### config.mk
export PLATFORM = sky130hd
export DESIGN_NAME = exc_status_tracker
export DESIGN_NICKNAME = d
export VERILOG_FILES = /design/src/rtl/exc_pkg.sv /design/src/rtl/exc_fetch_stat.sv /design/src/rtl/exc_stage_reg.sv /design/src/rtl/exc_ctrl.sv /design/src/rtl/exc_status_tracker.sv
export SDC_FILE = /design/constraint.sdc
export NUM_CORES = 1
export LEC_CHECK = 0
export CAP_MARGIN = 25
export CORE_UTILIZATION = 40
export CTS_CLUSTER_SIZE = 20
export DETAILED_ROUTE_END_ITERATION = 10
export DONT_BUFFER_PORTS = 1
export PLACE_DENSITY = 0.66
export SYNTH_ARGS = -nofsm -noshare
export SYNTH_HDL_FRONTEND = slang
export SYNTH_SLANG_ARGS = --single-unit
### constraint.sdc
create_clock -name clk -period 2.4 [get_ports clk]
set_input_delay 0 -clock clk [delete_from_list [all_inputs] [get_ports clk]]
set_output_delay 0 -clock clk [all_outputs]
set_load 0.01 [all_outputs]
### src/rtl/exc_pkg.sv
package exc_pkg;
   localparam int STAT_W = 3;
   localparam int NREG   = 4;
   localparam int IDX_D  = 0;
   localparam int IDX_E  = 1;
   localparam int IDX_M  = 2;
   localparam int IDX_W  = 3;

   typedef enum logic [STAT_W-1:0] {
      ST_BUB = 3'd0,
      ST_AOK = 3'd1,
      ST_HLT = 3'd2,
      ST_ADR = 3'd3,
      ST_INS = 3'd4
   } stat_e;

   function automatic logic is_fault(stat_e s);
      return (s == ST_HLT) || (s == ST_ADR) || (s == ST_INS);
   endfunction
endpackage

### src/rtl/exc_fetch_stat.sv
module exc_fetch_stat
   import exc_pkg::*;
(
   input  logic  imem_err_i,
   input  logic  instr_valid_i,
   input  logic  halt_op_i,
   output stat_e stat_o
);
   always_comb begin
      if (imem_err_i)          stat_o = ST_ADR;
      else if (!instr_valid_i) stat_o = ST_INS;
      else if (halt_op_i)      stat_o = ST_HLT;
      else                     stat_o = ST_AOK;
   end
endmodule

### src/rtl/exc_stage_reg.sv
module exc_stage_reg
   import exc_pkg::*;
#(
   parameter bit ASYNC_RST = 1'b0
)(
   input  logic  clk,
   input  logic  rst_n,
   input  logic  bubble_i,
   input  logic  stall_i,
   input  stat_e d_i,
   output stat_e q_o
);
   stat_e q_r;
   stat_e q_nxt;

   always_comb begin
      if (bubble_i)     q_nxt = ST_BUB;
      else if (stall_i) q_nxt = q_r;
      else              q_nxt = d_i;
   end

   generate
      if (ASYNC_RST) begin : g_arst
         always_ff @(posedge clk or negedge rst_n) begin
            if (!rst_n) q_r <= ST_BUB;
            else        q_r <= q_nxt;
         end
      end else begin : g_srst
         always_ff @(posedge clk) begin
            if (!rst_n) q_r <= ST_BUB;
            else        q_r <= q_nxt;
         end
      end
   endgenerate

   assign q_o = q_r;

   // bubble loads the empty code, even with a stall present
   p_bubble_load_r8: assert property (@(posedge clk) disable iff (!rst_n)
      bubble_i |=> (q_r == ST_BUB));

   // stall alone keeps the register
   p_stall_hold_r8: assert property (@(posedge clk) disable iff (!rst_n)
      (stall_i && !bubble_i) |=> $stable(q_r));
endmodule

### src/rtl/exc_ctrl.sv
module exc_ctrl
   import exc_pkg::*;
(
   input  stat_e m_q_i,
   input  stat_e w_q_i,
   input  logic  dmem_err_i,
   input  logic  e_aluop_i,
   input  logic  m_wr_req_i,
   output stat_e m_stat_o,
   output logic  set_cc_o,
   output logic  dmem_we_o,
   output logic  m_bubble_o,
   output logic  w_stall_o
);
   logic m_fault;
   logic w_fault;

   assign m_stat_o   = dmem_err_i ? ST_ADR : m_q_i;
   assign m_fault    = is_fault(m_stat_o);
   assign w_fault    = is_fault(w_q_i);
   assign set_cc_o   = e_aluop_i && !m_fault && !w_fault;
   assign dmem_we_o  = m_wr_req_i && !m_fault && !w_fault;
   assign m_bubble_o = m_fault || w_fault;
   assign w_stall_o  = w_fault;
endmodule

### src/rtl/exc_status_tracker.sv
module exc_status_tracker
   import exc_pkg::*;
#(
   parameter bit ASYNC_RST = 1'b0,
   parameter int HZ_W      = 4
)(
   input  logic              clk,
   input  logic              rst_n,
   input  logic              imem_err_i,
   input  logic              instr_valid_i,
   input  logic              halt_op_i,
   input  logic              dmem_err_i,
   input  logic              e_aluop_i,
   input  logic              m_wr_req_i,
   input  logic [HZ_W-1:0]   hz_bubble_i,
   input  logic [HZ_W-1:0]   hz_stall_i,
   output logic              set_cc_o,
   output logic              dmem_we_o,
   output logic              m_bubble_o,
   output logic              w_stall_o,
   output logic [STAT_W-1:0] stat_o,
   output logic              halted_o
);
   generate
      if (HZ_W != NREG) begin : g_bad_hz_w
         $error("HZ_W must equal the number of stage registers");
      end
   endgenerate

   stat_e f_stat;
   stat_e m_stat;
   stat_e stat_rep;
   stat_e st_in [NREG];
   stat_e st_q  [NREG];
   logic  ctl_mbub;
   logic  ctl_wstall;
   logic  halt_q;
   logic  not_ok;

   exc_fetch_stat u_fetch (
      .imem_err_i    (imem_err_i),
      .instr_valid_i (instr_valid_i),
      .halt_op_i     (halt_op_i),
      .stat_o        (f_stat)
   );

   generate
      for (genvar i = 0; i < NREG; i++) begin : g_stage
         logic bub;
         logic stl;
         if (i == IDX_D) begin : g_src_f
            assign st_in[i] = f_stat;
         end else if (i == IDX_W) begin : g_src_m
            assign st_in[i] = m_stat;
         end else begin : g_src_prev
            assign st_in[i] = st_q[i-1];
         end
         if (i == IDX_M) begin : g_mctl
            assign bub = hz_bubble_i[i] | ctl_mbub;
         end else begin : g_mnone
            assign bub = hz_bubble_i[i];
         end
         if (i == IDX_W) begin : g_wctl
            assign stl = hz_stall_i[i] | ctl_wstall;
         end else begin : g_wnone
            assign stl = hz_stall_i[i];
         end
         exc_stage_reg #(.ASYNC_RST(ASYNC_RST)) u_reg (
            .clk      (clk),
            .rst_n    (rst_n),
            .bubble_i (bub),
            .stall_i  (stl),
            .d_i      (st_in[i]),
            .q_o      (st_q[i])
         );
      end
   endgenerate

   exc_ctrl u_ctrl (
      .m_q_i      (st_q[IDX_M]),
      .w_q_i      (st_q[IDX_W]),
      .dmem_err_i (dmem_err_i),
      .e_aluop_i  (e_aluop_i),
      .m_wr_req_i (m_wr_req_i),
      .m_stat_o   (m_stat),
      .set_cc_o   (set_cc_o),
      .dmem_we_o  (dmem_we_o),
      .m_bubble_o (ctl_mbub),
      .w_stall_o  (ctl_wstall)
   );

   assign stat_rep   = (st_q[IDX_W] == ST_BUB) ? ST_AOK : st_q[IDX_W];
   assign stat_o     = stat_rep;
   assign not_ok     = (stat_rep != ST_AOK);
   assign m_bubble_o = ctl_mbub;
   assign w_stall_o  = ctl_wstall;

   generate
      if (ASYNC_RST) begin : g_h_arst
         always_ff @(posedge clk or negedge rst_n) begin
            if (!rst_n) halt_q <= 1'b0;
            else        halt_q <= halt_q | not_ok;
         end
      end else begin : g_h_srst
         always_ff @(posedge clk) begin
            if (!rst_n) halt_q <= 1'b0;
            else        halt_q <= halt_q | not_ok;
         end
      end
   endgenerate

   assign halted_o = halt_q | not_ok;

   // execute takes the decode code one edge later
   p_pass_de_r2: assert property (@(posedge clk) disable iff (!rst_n)
      (!hz_bubble_i[IDX_E] && !hz_stall_i[IDX_E]) |=> (st_q[IDX_E] == $past(st_q[IDX_D])));

   // bubble is never reported
   p_no_bub_out_r4: assert property (@(posedge clk) disable iff (!rst_n)
      stat_o != ST_BUB);

   // a visible fault blocks condition codes
   p_cc_block_r5: assert property (@(posedge clk) disable iff (!rst_n)
      (stat_o inside {ST_HLT, ST_ADR, ST_INS}) |-> !set_cc_o);

   // a data memory error never coincides with a write
   p_dmem_guard_r6: assert property (@(posedge clk) disable iff (!rst_n)
      dmem_err_i |-> !dmem_we_o);

   // fault-driven bubble empties the memory register
   p_mbub_r6: assert property (@(posedge clk) disable iff (!rst_n)
      m_bubble_o |=> (st_q[IDX_M] == ST_BUB));

   // the faulting code stays at write-back
   p_wb_hold_r7: assert property (@(posedge clk) disable iff (!rst_n)
      (w_stall_o && !hz_bubble_i[IDX_W]) |=> (stat_o == $past(stat_o)));

   // halted is sticky
   p_halt_sticky_r9: assert property (@(posedge clk) disable iff (!rst_n)
      halted_o |=> halted_o);
endmodule

==> results of run 1 <==
==> metrics by stage <==
step / cell area [sq um] / cells / util (%)
6_report: 822 / 104 / 60.2
5_1_grt: 822 / 104 / 60.2
4_1_cts: 822 / 104 / 60.2
3_5_place_dp: 616 / 82 / 45.1
3_3_place_gp: 616 / 82 / 45.1
2_1_floorplan: 623 / 71 / -
==> cell usage after synthesis (2+ instances only) <==
cell type and number:
dfxtp_1 13, nor2_1 9, mux2i_1 6, nor3_1 6, inv_1 5, nand2b_1 4
o21ai_0 4, nor2b_1 3, a21oi_1 2, a221oi_1 2, clkbuf_1 2, nand2_1 2
==> area by class of cell <==
| type | count | area, sq um | area share [%] |
|---|---|---|---|
| Clock buffer | 4 | 26.3 | 3.20 |
| Inverter | 5 | 18.8 | 2.28 |
| Multi-Input combinational cell | 49 | 318 | 38.7 |
| Sequential cell | 13 | 260 | 31.7 |
| Tap cell | 15 | 18.8 | 2.28 |
| Timing Repair Buffer | 18 | 180 | 21.9 |
==> worst max-delay path: stages, from the launching register on <==
cell           delay (ps)
dfxtp_1               520
or3b_4                440
nand4b_1              160
nor3_1                 70
dlygate4sd3_1         550
==> worst paths after layout <==
check                                                to  cells after the start
worst max-delay path            g_stage[2].u_reg.q_o[1]                      4
worst min register to register  g_stage[1].u_reg.q_o[2]                      2
worst min-delay path            g_stage[3].u_reg.q_o[1]                      3
worst max register to register  g_stage[2].u_reg.q_o[1]                      4
==> power groups by stage <==
stage	sequential (uW)	combinational (uW)	clock [uW]
global route	226	60.7	154
CTS	225	54.4	142
global placement	230	30.7	0
finish	225	55.5	136
floorplan	227	30.6	0
detailed placement	230	30.9	0
==> kinds of logic after synthesis <==
family | synth area share, %
muxes | 9.64
and+or+nand+nor | 26.3
xor gates and xnor gates | 1.41
AOI/OAI and AO/OA | 13.7
buffers and inverters | 7.23
DFF | 41.8
==> flip-flops by register name, summed over array words and instances, names as in the netlist <==
name               count
g_stage.u_reg.q_o     12
halt_q                 1
==> per-layer routing <==
layer	track usage (%)	vias to the layer above
li1	-	279
met1	18.0	245
met2	30.9	21
met3	9.57	4
met4	7.74	0
met5	0	-
==> impl_results.md, run 1 <==
* Remaining DRCs at 0
* Synthesized net count at 87
* Number of placed I/O pins at 24
* Cts hold-fix bufs at 18
* Final Hold Viols at 0
* CP startpoint: g_stage[3].u_reg.q_o[2]
* Port-buffer cells at 0
* Routability cong. at a little over 0.7
* Reg-to-reg slack, setup at between 500 and 600 ps
* Starting Density at roughly 46%
* Unrepaired setup endpoints after global routing: false
* Yosys warnings at 0
* Synth cell types at 25
* Die Span Y at 41.5 microns
* Cts repair resizes at 0
* Metal2 WL at ~670 microns
* Pint at ~320 uW
* Leak Pwr at about 0.00036 uW
* Share of layout cells above drive strength 1 at under 10%
* Req. time, crit path at 2570 ps
* Hold Crit Class: in2reg
* Fill cells at approximately 130
* Worst setup path class: reg2reg
* Die ar. at approximately 1700 sq um
* DRT met1 WL at roughly 550 microns
* Syn Inst Count at a little over 70
* Mapped cell area at roughly 620 sq um
* Global route overflow at 0
* # diodes at 0
* Clock root buffer master: clkbuf_4
* Maximum fanout along the worst path at 9
* Maximum buffer depth of the clock tree at 2
* PnR worst setup slack at about 560 ps
* Synth async-reset ratio at 0%
* FF-to-FF Start: g_stage[3].u_reg.q_o[2]
* Pins Over Slew Limit at 0
* ANT nets after route at 0
* Ys flop type: dfxtp_1
* Peak VDD IR at about 0.33 mV
* CTS tree: built
* Die Span X at about 41 microns
* Outcome: completed
* Largest net degree at the start of global routing at 10
* HP Start: dmem_err_i
* First-pass GRT wire length at ~2.3 mm
* Top layer in use: met4
* Seq pwr share at a little over half
* Vias in the first global route at about 520
* Relative slew slack at ~75%
* Worst Skew at approximately 5.0 ps
* Total track usage at a little under a fifth
* First-pass detailed-route iteration total at 4
* Seq/Total Area, Yosys at roughly two fifths
* MaxCap Viol Count at 0
* H-tree depth at 1
* Switching portion of total power at about a quarter
* Core Footprint at 1370 sq um
* Number of synthesized register bits at 13
* Total power at a little over 400 uW
* Total setup buffers inserted after CTS at 0
* Combinational power share at 13.3%
* Clk slew on worst S/H paths at around 80 ps
* Rows at 13
* Vias per cell at 5.28
* Routed vias at between 500 and 600
* Initial antenna violation count at 0
* Psw at ~100 uW
* Worst-Margin Slew at ~380 ps
* Crit path time final at between 1500 and 2000 ps
* Peak Freq at 543 MHz
* Clock power share at about 33%
* Power Density at between 500 and 600 nW/um^2
* Routed len/inst at 12.9 microns
* Nets at 106
* Crit end category: register
* Area leader, netlist: dfxtp_1
* CP Data Arrival Time at a little over 2000 ps
* # setup viols final at 0
* Pre-CTS WS at ~1100 ps
* Hold slack at between 20 and 30 ps
* DR iter-0 viols at 11
* Clock latency on the worst-skew pair at 280 ps
* Routed met3 length at ~98 microns
* Crit start category: register
* Avg Cell Area, Syn at slightly below 9 sq um
* Post-synth top area share at a little over two fifths
* Most common cell after layout, fill and taps aside: dlygate4sd3_1
* CTS buffer count at 3
* DPL Wire Length at 830 microns
* CTS sink cnt at 13
* Top cells by area, synth: dfxtp_1, mux2i_1, nor2_1, nor3_1, nand2b_1
* Setup TNS at 0 ps
* Commonest cells after routing, fill and taps aside: dlygate4sd3_1, dfxtp_1, nor2_1
* Number of flops mapped to enable cells by yosys at 0
* Tcrit/Tclk final at 76.7%
* Final WL at approximately 1.3 mm
* Area Growth Syn to Fin at 31.9%
(Power assumes the default switching activity.)
==> inputs of run 2 (changes only) <==
==> constraint.sdc (replaced) <==
create_clock -name clk -period 1.8 [get_ports clk]
set_input_delay 0 -clock clk [delete_from_list [all_inputs] [get_ports clk]]
set_output_delay 0 -clock clk [all_outputs]
set_load 0.01 [all_outputs]
==> run 2 against run 1 <==
  * Clock power up 35%
  * Clock skew about the same
  * Cell area down 0.15%
  * Wire length down 1.7%
  * First-iteration DRC count down 82%
  * Worst setup slack worse by 510 ps
  * Register-to-register slack worse by 510 ps
  * Largest power group unchanged
  * Critical path type unchanged
  * Worst hold slack worse by 2.0 ps
  * Power up 34%
  * Sequential power up 33%
  * Fmax up 4.9%
==> impl_results.md, run 2 (synthesized netlist as in run 1, its figures left out) <==
* Outcome: completed
* FF-to-FF Start: g_stage[3].u_reg.q_o[1]
* Buf/Inv on CP at 1
* Relative slew slack at 74.7%
* Clk slew on worst S/H paths at 80 ps
* Die Span Y at between 40 and 50 microns
* Total setup buffers inserted after CTS at 0
* Tcrit/Tclk final at a little under 100%
* Initial antenna violation count at 0
* Unrepaired setup endpoints after global routing: false
* Placed cell count at 82
* Die ar. at ~1700 sq um
* Top Family by Delay on Critical Path: buffers and inverters
* Final WL at about 1.3 mm
* MaxCap Viol Count at 0
* Leak Pwr at ~0.00036 uW
* Seq pwr share at 53.7%
* # diodes at 0
* Switching portion of total power at 25.1%
* Most common cell after layout, fill and taps aside: dlygate4sd3_1
* Maximum fanout along the worst path at 9
* Combinational power share at a little over an eighth
* Worst-Margin Slew at roughly 380 ps
* Routability cong. at between 0.7 and 0.8
* ANT nets after route at 0
* Die Span X at between 40 and 50 microns
* CTS tree: built
* Clock latency on the worst-skew pair at ~280 ps
* R2r worst-path depth at 4
* CTS sink cnt at 13
* Final Util at 60.1%
* Setup TNS at 0 ps
* Area Growth Syn to Fin at 31.7%
* Core Footprint at about 1400 sq um
* Rows at 13
* Req. time, crit path at 1960 ps
* Grt peak-use layer: met2
* Power Density at between 600 and 700 nW/um^2
* Final Hold Viols at 0
* Max FFs per register at 12
* Pins Over Slew Limit at 0
* Nets at approximately 110
* Remaining DRCs at 0
* Hold path cells at 3
* Commonest cells after routing, fill and taps aside: dlygate4sd3_1, dfxtp_1, nor2_1
* Number of placed I/O pins at 24
* Routed vias at ~540
* First-pass detailed-route iteration total at 3
* Fin cells at between 100 and 150
* Port-buffer cells at 0
* Worst-case hold path end point: g_stage[3].u_reg.q_o[1]
* Total track usage at between 10% and 20%
* CP peak stage delay at between 500 and 600 ps
* Peak VDD IR at 0.433 mV
* Maximum buffer depth of the clock tree at 2
* GRT met2 Usage at a little under a third
* HP Start: dmem_err_i
* # setup viols final at 0
* Pint at 417 uW
* Hold Crit Class: in2reg
* Clock root buffer master: clkbuf_4
* Largest net degree at the start of global routing at 10
* Worst Skew at 5.33 ps
* Vias in the first global route at between 500 and 600
* CP Data Arrival Time at about 1900 ps
* Share of layout cells above drive strength 1 at approximately 11%
* Met3 Use GR at 8.26%
* Routed len/inst at between 10 and 15 microns
* H-tree depth at 1
* Worst reg2reg path endpoint: g_stage[3].u_reg.q_o[0]
* Peak Freq at approximately 570 MHz
* First-pass GRT wire length at ~2.3 mm
* Layout Cell Area excl Fill at about 820 sq um
* Met1 usage at around 18%
* Crit end category: register
* Global route overflow at 0
* Crit start category: register
* DR iter-0 viols at 2
* Crit path time final at ~1800 ps
* Worst-path cell chain: or3b_4 > nand3_2 > o211a_1 > dlygate4sd3_1
* Worst path slowest cell: dlygate4sd3_1
* Reg-to-reg slack, setup at ~45 ps
* Vias per cell at 5.19
* Psw at roughly 140 uW
* Placed Area at 616 sq um
* Clock power share at 32.9%
* Worst setup path class: reg2reg
* CTS buffer count at 3
* Starting Density at about 46%
## run 2: cell types whose count changed in the layout (fill, tap and decap cells not counted), sizes merged
cell         before  now
clkbuf            4    3
clkinv            0    1
dlygate4sd3      18   17
## run 2: worst reg2reg max path: cells and delay by family (launching register included)
kind                   cells  cell delay (ps)
flip-flops                 1              540
AO/OA/AOI/OAI              1              230
buffers and inverters      1              570
AND/OR/NAND/NOR            2              300
## run 2: final cells by class
| type | instances | area (sq um) |
|---|---|---|
| inverters | 5 | 18.8 |
| flip-flops and latches | 13 | 262 |
| repair buffers | 17 | 170 |
| clock inverters | 1 | 5.00 |
| clock buffers | 3 | 22.5 |
| well taps | 15 | 18.8 |
| fillers | 130 | 546 |
| multi-input cells | 49 | 324 |
## run 2: worst max path at each step
stage                                    endpoint               startpoint  cells after the start  slack (ps)
after global routing      g_stage[3].u_reg.q_o[0]  g_stage[3].u_reg.q_o[1]                      4         0.8
after CTS                 g_stage[3].u_reg.q_o[0]  g_stage[3].u_reg.q_o[2]                      4          30
after detailed placement               m_bubble_o  g_stage[3].u_reg.q_o[2]                      3         500
after global placement                 m_bubble_o  g_stage[3].u_reg.q_o[2]                      3         530
after floorplan                        m_bubble_o  g_stage[3].u_reg.q_o[1]                      4         680
final                     g_stage[3].u_reg.q_o[0]  g_stage[3].u_reg.q_o[1]                      4          50
## run 2: power groups by stage
stage	Clock, uW	Sequential [uW]	Combinational, uW
floorplan	0	303	40.7
global placement	0	306	40.9
detailed placement	0	306	41.3
CTS	189	299	72.8
global route	208	301	81.9
finish	183	299	74.9
## run 2: what timing repair did
action,in CTS,in global routing
hold buffers,17,0
endpoints found under the hold margin,13,0
endpoints found under the setup margin,0,2
resized for setup,0,2
## run 2: metrics by stage
| stage | total power [uW] | setup slack, ps | hold WS, ps |
|---|---|---|---|
| 3_3_place_gp | 347 | 528 | 101 |
| 3_5_place_dp | 348 | 500 | 98.9 |
| 4_1_cts | 561 | 27.2 | 14.2 |
| 2_1_floorplan | 343 | 680 | 94.6 |
| 5_1_grt | 591 | 0.840 | 14.2 |
| 6_report | 557 | 45.0 | 23.8 |
## run 2: metal layers
metal / up-vias / wire length, microns
met5: - / 0
met4: 0 / 12
met3: 2 / 82
met2: 17 / 679
met1: 240 / 546
li1: 276 / -
